### src/rtl/sched_pkg.sv
// Shared types for the instance launch scheduler.
// Assumes: one state machine instance per scheduler.
package sched_pkg;
    typedef enum logic [2:0] {
        ST_IDLE,
        ST_CFG,
        ST_BIND,
        ST_LAUNCH,
        ST_DRAIN
    } sched_state_e;
endpackage

### src/rtl/sched_tile_sync.sv
// Collects per-tile completion tokens for the running instance.
// Assumes: arm_i pulses in the cycle an instance is launched; tile_cnt_i is
// stable while armed; tiles at index >= tile_cnt_i are not mapped.
module sched_tile_sync #(
    parameter int NTILE = 8,
    parameter int TCW   = $clog2(NTILE + 1)
) (
    input  logic             clk,
    input  logic             rst_n,
    input  logic             arm_i,
    input  logic [TCW-1:0]   tile_cnt_i,
    input  logic [NTILE-1:0] tile_done_i,
    output logic             busy_o,
    output logic             fin_o
);
    logic [NTILE-1:0] mask;
    logic [NTILE-1:0] seen_q;
    logic             armed_q;

    // Mapped-tile mask built from the tile count.
    for (genvar g = 0; g < NTILE; g++) begin : g_mask
        assign mask[g] = (tile_cnt_i > TCW'(g));
    end

    // Group completes when every mapped tile has a token, old or new.
    assign fin_o  = armed_q && (((seen_q | tile_done_i) & mask) == mask);
    assign busy_o = armed_q;

    // Token accumulation, armed by launch, cleared on completion.
    always_ff @(posedge clk) begin
        if (!rst_n) begin
            armed_q <= 1'b0;
            seen_q  <= '0;
        end else if (arm_i) begin
            armed_q <= 1'b1;
            seen_q  <= '0;
        end else if (fin_o) begin
            armed_q <= 1'b0;
            seen_q  <= '0;
        end else if (armed_q) begin
            seen_q  <= seen_q | (tile_done_i & mask);
        end
    end

    AST_NO_TOKEN_NO_FREE: assert property (@(posedge clk) disable iff (!rst_n)
        armed_q && !arm_i && (tile_done_i == '0) && (|mask) |=> busy_o);
endmodule

### src/rtl/sched_part_track.sv
// Tracks which operand partitions hold unconsumed data.
// Assumes: a release targets the partition of the instance that just finished.
module sched_part_track #(
    parameter int NPART = 2,
    parameter int PW    = (NPART > 1) ? $clog2(NPART) : 1
) (
    input  logic             clk,
    input  logic             rst_n,
    input  logic             fill_vld_i,
    input  logic [PW-1:0]    fill_idx_i,
    input  logic             rel_vld_i,
    input  logic [PW-1:0]    rel_idx_i,
    output logic [NPART-1:0] full_o
);
    for (genvar p = 0; p < NPART; p++) begin : g_part
        // One full flag per partition; release wins over a fill.
        always_ff @(posedge clk) begin
            if (!rst_n)
                full_o[p] <= 1'b0;
            else if (rel_vld_i && rel_idx_i == PW'(p))
                full_o[p] <= 1'b0;
            else if (fill_vld_i && fill_idx_i == PW'(p))
                full_o[p] <= 1'b1;
        end
    end

    AST_FULL_HELD: assert property (@(posedge clk) disable iff (!rst_n)
        !rel_vld_i |=> (($past(full_o) & ~full_o) == '0));
endmodule

### src/rtl/inst_launch_sched.sv
// Launch scheduler for instances of a loop kernel on a tile group.
// Sequences configuration (first run after reset only), parameter binds and
// launches. Partitions are consumed in round-robin order.
// Assumes: tile_cnt_i in 1..NTILE; the fill engine only fills free partitions.
module inst_launch_sched
    import sched_pkg::*;
#(
    parameter int NTILE = 8,
    parameter int NPART = 2,
    parameter int IW    = 8,
    parameter int TCW   = $clog2(NTILE + 1),
    parameter int PW    = (NPART > 1) ? $clog2(NPART) : 1
) (
    input  logic             clk,
    input  logic             rst_n,
    input  logic             start_i,
    input  logic [TCW-1:0]   tile_cnt_i,
    input  logic [IW-1:0]    inst_cnt_i,
    input  logic             cfg_done_i,
    input  logic             fill_vld_i,
    input  logic [PW-1:0]    fill_idx_i,
    input  logic [NTILE-1:0] tile_done_i,
    input  logic             prm_valid_i,
    output logic             prm_ready_o,
    output logic             cfg_req_o,
    output logic             bind_o,
    output logic             launch_o,
    output logic             done_o,
    output logic [NPART-1:0] part_free_o
);
    sched_state_e     state_q;
    logic             cfg_q;
    logic [TCW-1:0]   tcnt_q;
    logic [IW-1:0]    remain_q;
    logic [PW-1:0]    cur_q;
    logic [PW-1:0]    run_q;
    logic             grp_busy;
    logic             grp_fin;
    logic             fire;
    logic [NPART-1:0] part_full;

    // A launch fires when the bound instance finds its partition full.
    assign fire        = (state_q == ST_LAUNCH) && part_full[cur_q];
    assign prm_ready_o = (state_q == ST_BIND) && !grp_busy;
    assign part_free_o = ~part_full;

    sched_tile_sync #(.NTILE(NTILE), .TCW(TCW)) u_sync (
        .clk(clk), .rst_n(rst_n), .arm_i(fire), .tile_cnt_i(tcnt_q),
        .tile_done_i(tile_done_i), .busy_o(grp_busy), .fin_o(grp_fin)
    );

    sched_part_track #(.NPART(NPART), .PW(PW)) u_part (
        .clk(clk), .rst_n(rst_n), .fill_vld_i(fill_vld_i),
        .fill_idx_i(fill_idx_i), .rel_vld_i(grp_fin), .rel_idx_i(run_q),
        .full_o(part_full)
    );

    // Main sequencer: configure once, then bind and launch per instance.
    always_ff @(posedge clk) begin
        if (!rst_n) begin
            state_q   <= ST_IDLE;
            cfg_q     <= 1'b0;
            tcnt_q    <= '0;
            remain_q  <= '0;
            cur_q     <= '0;
            run_q     <= '0;
            cfg_req_o <= 1'b0;
            bind_o    <= 1'b0;
            launch_o  <= 1'b0;
            done_o    <= 1'b0;
        end else begin
            cfg_req_o <= 1'b0;
            bind_o    <= 1'b0;
            launch_o  <= 1'b0;
            unique case (state_q)
                ST_IDLE: if (start_i) begin
                    tcnt_q   <= tile_cnt_i;
                    remain_q <= inst_cnt_i;
                    done_o   <= 1'b0;
                    if (inst_cnt_i == '0) begin
                        state_q <= ST_DRAIN;
                    end else if (cfg_q) begin
                        state_q <= ST_BIND;
                    end else begin
                        state_q   <= ST_CFG;
                        cfg_req_o <= 1'b1;
                    end
                end
                ST_CFG: if (cfg_done_i) begin
                    cfg_q   <= 1'b1;
                    state_q <= ST_BIND;
                end
                ST_BIND: if (prm_valid_i && prm_ready_o) begin
                    bind_o  <= 1'b1;
                    state_q <= ST_LAUNCH;
                end
                ST_LAUNCH: if (fire) begin
                    launch_o <= 1'b1;
                    run_q    <= cur_q;
                    cur_q    <= (cur_q == PW'(NPART - 1)) ? '0 : cur_q + 1'b1;
                    remain_q <= remain_q - 1'b1;
                    state_q  <= (remain_q == IW'(1)) ? ST_DRAIN : ST_BIND;
                end
                ST_DRAIN: if (!grp_busy) begin
                    done_o  <= 1'b1;
                    state_q <= ST_IDLE;
                end
                default: state_q <= ST_IDLE;
            endcase
        end
    end

    AST_LAUNCH_GROUP_FREE: assert property (@(posedge clk) disable iff (!rst_n)
        launch_o |-> $past(!grp_busy));
    AST_LAUNCH_CONFIGURED: assert property (@(posedge clk) disable iff (!rst_n)
        launch_o |-> cfg_q);
    AST_CFG_ONLY_UNCONFIGURED: assert property (@(posedge clk) disable iff (!rst_n)
        cfg_req_o |-> !cfg_q);
    AST_BIND_AFTER_VALID: assert property (@(posedge clk) disable iff (!rst_n)
        bind_o |-> $past(prm_valid_i));
    AST_DONE_GROUP_IDLE: assert property (@(posedge clk) disable iff (!rst_n)
        done_o |-> !grp_busy);
    AST_PULSES_EXCLUSIVE: assert property (@(posedge clk) disable iff (!rst_n)
        $onehot0({cfg_req_o, bind_o, launch_o}));
    AST_BIND_SINGLE: assert property (@(posedge clk) disable iff (!rst_n)
        bind_o |=> !bind_o);
endmodule

### config.mk
export PLATFORM = sky130hd
export DESIGN_NAME = inst_launch_sched
export DESIGN_NICKNAME = d
export VERILOG_FILES = /design/src/rtl/sched_pkg.sv /design/src/rtl/sched_tile_sync.sv /design/src/rtl/sched_part_track.sv /design/src/rtl/inst_launch_sched.sv
export SDC_FILE = /design/constraint.sdc
export NUM_CORES = 1
export LEC_CHECK = 0
export BUFFER_PORTS_ARGS = -buffer_cell sky130_fd_sc_hd__buf_2
export CAP_MARGIN = 20
export CORE_UTILIZATION = 55
export CTS_CLUSTER_DIAMETER = 200
export CTS_CLUSTER_SIZE = 8
export DETAILED_ROUTE_END_ITERATION = 8
export PLACE_DENSITY = 0.9
export SLEW_MARGIN = 10
export SYNTH_ARGS = -nofsm -noshare
export SYNTH_HDL_FRONTEND = slang
export SYNTH_HIERARCHICAL = 1
export SYNTH_SLANG_ARGS = --single-unit
### constraint.sdc
create_clock -name clk -period 5.1 [get_ports clk]
set_input_delay 0 -clock clk [delete_from_list [all_inputs] [get_ports clk]]
set_output_delay 0 -clock clk [all_outputs]
set_load 0.1 [all_outputs]
* After elaboration in Yosys (flattened, before gate mapping)
Index checks and enable logic that the tools add are counted.
Operators by class: add/sub/neg operators 2, order comparisons 9, eq/ne operators 11, multiplexer cells 23, bitwise gates (word level) 10, reduce and logical (&&, ||, !) cells 26
Operators with widths (count):
- $mux 3 | 7
- $and 8x8->8 | 2
- $gt 4x3->1 const B | 4
- $mux 8 | 2
- $or 8x8->8 | 2
- $pmux 8 s2 | 1
- $pmux 3 s5 | 1
- $mux 1 | 10
- $reduce_and 2->1 | 5
- $eq 8x1->1 const B | 1
- $eq 8x8->1 | 1
- $gt 4x1->1 const B | 2
- $gt 4x2->1 const B | 2
- $logic_and 1x1->1 | 8
- $logic_not 8->1 | 1
- $ne 2x2->1 const B | 4
- $sub 8x1->8 const B | 1
- $eq 3x2->1 const B | 2
- $reduce_and 3->1 | 2
- $reduce_bool 2->1 | 3
- $not 1->1 | 5
- $reduce_and 5->1 | 1
- $reduce_or 2->1 | 2
- $reduce_or 4->1 | 1
- other kinds (11) | 11
Storage, ports and cells: register bits 33, bits of input ports 27, output and inout bits 7, word-level logic and storage cells 95

* Longest topological paths before layout
word-level depth 6, depth in mapped cells 7, mapped depth without buffers 6

* Cells and area by module
Netlist, hierarchy kept.
By module, submodules not included:
- inst_launch_sched | times used 1, cells each 160, area each 1263.7 µm², sequential area each 440.4 µm²
- sched_tile_sync | times used 1, cells each 56, area each 530.5 µm², sequential area each 180.2 µm²
- sched_part_track | times used 1, cells each 8, area each 77.6 µm², sequential area each 40.0 µm²

* Least setup slack after synthesis
Ideal clock, no wire load.
kind register -> output, start point reg state_q[1], end point out prm_ready_o, arrival 3.539 ns, slack 1.561 ns, stages on the path, launching flop included 4, buffers on the path 1, path through dfxtp_1 > buf_2 > inv_1 > nor4_1
On the way: longest elaborated chain between the ends 2
Ends and longest elaborated chain:
- start, declared | line inst_launch_sched.sv:31 | sched_state_e state_q;
- start signal, assigned | line inst_launch_sched.sv:102 | state_q <= (remain_q == IW'(1)) ? ST_DRAIN : ST_BIND;
- $eq 3x2->1 | line inst_launch_sched.sv:44 | assign prm_ready_o = (state_q == ST_BIND) && !grp_busy;
- $logic_and 1x1->1 | line inst_launch_sched.sv:44
- end, declared | line inst_launch_sched.sv:24 | output logic prm_ready_o,
Every way passes these cells.

* Worst setup path after layout
start point reg state_q[0], end point reg remain_q[4]
On the way: longest elaborated chain between the ends 4
Ends and longest elaborated chain:
- $eq 3x2->1 | line inst_launch_sched.sv:43, inst_launch_sched.sv:75
- $logic_and 1x1->1 | line inst_launch_sched.sv:43 | assign fire = (state_q == ST_LAUNCH) && part_full[cur_q];
- $ne 2x2->1 (no source line)
- $reduce_and 3->1 (no source line)
- end signal, assigned | line inst_launch_sched.sv:78 | remain_q <= inst_cnt_i;
- end signal, assigned | line inst_launch_sched.sv:101 | remain_q <= remain_q - 1'b1;
- end, declared | line inst_launch_sched.sv:34 | logic [IW-1:0] remain_q;
Several ways; a longest one is shown, not always the timed one. A chain may end at the register's enable or synchronous reset.

==> impl_metrics.toml <==
[layout]
register_area_um2 = 661
nets = 298
diodes = 0
final_cells = 314
drive_gt1_share_pct = 21.9
multi_input_area_um2 = 1110
syn_to_final_growth_pct = 19.7
fillers = 255
final_area_um2 = 2240

[detailed_routing]
routed_wl_mm = 4.29
ant_nets = 0
vias_per_cell = 5.90
firstDrtPassIters = 4
vias = 1854
drt_iter0_markers = 111
wl_per_cell_um = 13.7
drc = 0

[clock_network]
cts_buffers = 5
cts_resized = 0
cts_tree = "yes"
clk_latency_ps = 360
post_cts_buffers = 0
htreeDepth = 2
hold_buffers = 15
cts_buffer_depth = 2
clkSinkCount = 33
clk_pin_slew_ps = 110
root_buffer = "clkbuf_4"

[synthesis]
synth_area_um2 = 1870
synth_common_cells = "dfxtp_1, nand2_1, nor2_1"
synthFlopType = "dfxtp_1"
synth_compound_area_share_pct = 31.4
synth_top_family_by_area = "compound AO/OA/AOI/OAI gates"
yosysTopAreaCellShare_pct = 35.3
synth_edf_count = 0
synth.distinct_cells = 59
ys_top_cells_by_area = "dfxtp_1, nand2_1, a211oi_1"
synthMuxAreaShare_pct = 1.14
ys_seq_area_share_pct = 35.3
yosysTopAreaCell = "dfxtp_1"
async_reset_ff_share_pct = 0
synthAdderAreaFrac_pct = 1.34
synth-simple-area-share_pct = 25.6
yosys_warnings = 6
yosys.cell_count.top_type = "dfxtp_1"
syn_nets = 253
synth-seq-cells = 33
postSynthCellCount = 224
synth_xor_area_share_pct = 0
syn_area_per_cell_um2 = 8.36

[placement]
dp.cells = 291
numPortBuffers = 33
placed_area_um2 = 2040
gp_congestion = 0.925
hpwl_mm = 2.92

[critical_path]
cp_top_family = "simple AND/OR/NAND/NOR gates"
cp.required_ps = 5390
worst-setup-path-type = "register to register"
cp-start-kind = "register"
cp_slowest_cell = "dfxtp_1"
critPathMaxFanout = 20
critPathMaxStageDelay_ps = 770
critPathBufInv = 0
arrival_ps = 2400
crit_chain = "nand3b_1 > or3_1 > a21o_1 > a21boi_1"
crit_path_end_kind = "register"

[status]
status = "finished, final reports clean"

[global_routing]
gr-total-overflow = 0
grt_usage_pct = 25.3
antenna_found_initial = 0
use_met1_pct = 29.1
grt_start_max_net_pins = 22
grt_pass1_wl_mm = 6.90
grt-busiest-layer = "met2"
first_global_vias = 1645
gr-usage-met2_pct = 44.0
use_met3_pct = 6.82

[sta]
hold_ws_ps = 9.35
post-route-min-period_ps = 2110
hold_viol = 0
rsz0062_at_grt = "no"
finalSetupTns_ps = 0
fmax_mhz = 474
tightest_slew_ps = 688
finalMaxSlewViolations = 0
setup_violations = 0
fin_skew_ps = 14.6
period_share_pct = 41.4
relSlewSlack_pct = 53.8

[min_path]
hp-class = "primary input to register"

[die]
dieArea_um2 = 3640
rows = 20
die_h_um = 60.3
core-area_um2 = 3130
io_pins = 34
die_x_um = 60.3
start_util_pct = 59.8

[power_and_ir_drop]
powerDensity_nw_per_um2 = 400
cellLeakagePower_uw = 0.000868
ir_worst_vdd_v = 0.000271

[flow_run]
maxCapViolations = 0
==> where the power goes <==
| group | leakage [uW] | switching (uW) | internal [uW] |
|---|---|---|---|
| Sequential | 0.000269 | 75.8 | 294 |
| Clock | 0.0000310 | 97.5 | 51.9 |
| Combinational | 0.000568 | 230 | 147 |
==> worst register-to-register path, delay by kind of cell, from the launching register on <==
family | cells | cell delay [ps]
and+or+nand+nor | 2 | 990
DFF | 1 | 770
AOI/OAI and AO/OA | 2 | 290
==> cell families after synthesis <==
kind of cell,Yosys count
AO/OA/AOI/OAI,80
AND/OR/NAND/NOR,86
flip-flops,33
multiplexers,2
buffers and inverters,21
adder cells (fa/ha/maj),2
==> state kept, by name, indices dropped and copies added (netlist names), 2 cells and up <==
name / flops
state_q: 3
u_part/full_o: 2
tcnt_q: 4
u_sync/seen_q: 8
remain_q: 8
==> metrics by stage <==
step / util [%] / power, uW / setup slack [ps]
final: 71.6 / 896 / 2990
after global routing: 71.6 / 949 / 2830
after CTS: 71.6 / 893 / 3020
after detailed placement: 65.1 / 738 / 3050
after global placement: 65.1 / 728 / 3120
after floorplan: - / 674 / 1560
==> cell usage in the layout, fill, tap and decap left out, drive strengths merged, types with 4 or more instances in the layout <==
cell / instances
a21o: 5
nor2: 16
dfxtp: 33
clkbuf: 5
nor4: 6
o21ai: 13
nand2: 26
dlygate4sd3: 15
inv: 11
nor3: 7
a21oi: 13
nand3: 4
a21boi: 6
a211oi: 14
buf: 33
a31oi: 10
==> final timing paths <==
path | slack (ps) | cells past startpoint | startpoint | to
min reg2reg | 490 | 2 | done_o$_SDFFE_PN0P_ | done_o$_SDFFE_PN0P_
max reg2reg | 2990 | 4 | state_q[0]$_SDFFE_PN0P_ | remain_q[4]$_SDFFE_PN0P_
min | 9 | 5 | tile_done_i[2] | u_sync/seen_q[2]$_SDFFE_PP0P_
max | 2990 | 4 | state_q[0]$_SDFFE_PN0P_ | remain_q[4]$_SDFFE_PN0P_
==> layout make-up <==
type | instances | area share [%]
multi-input cells | 170 | 49.7
flip-flops and latches | 33 | 29.5
clock inverters | 3 | 0.782
inverters | 11 | 1.84
repair buffers | 48 | 14.1
clock buffers | 5 | 1.68
well taps | 44 | 2.46
==> routing by layer <==
layer	up-vias	wire (um)
met3	12	212
met2	58	2060
met5	-	0
li1	922	-
met1	862	1930
met4	0	90
Power figures use the tool's default switching activity.
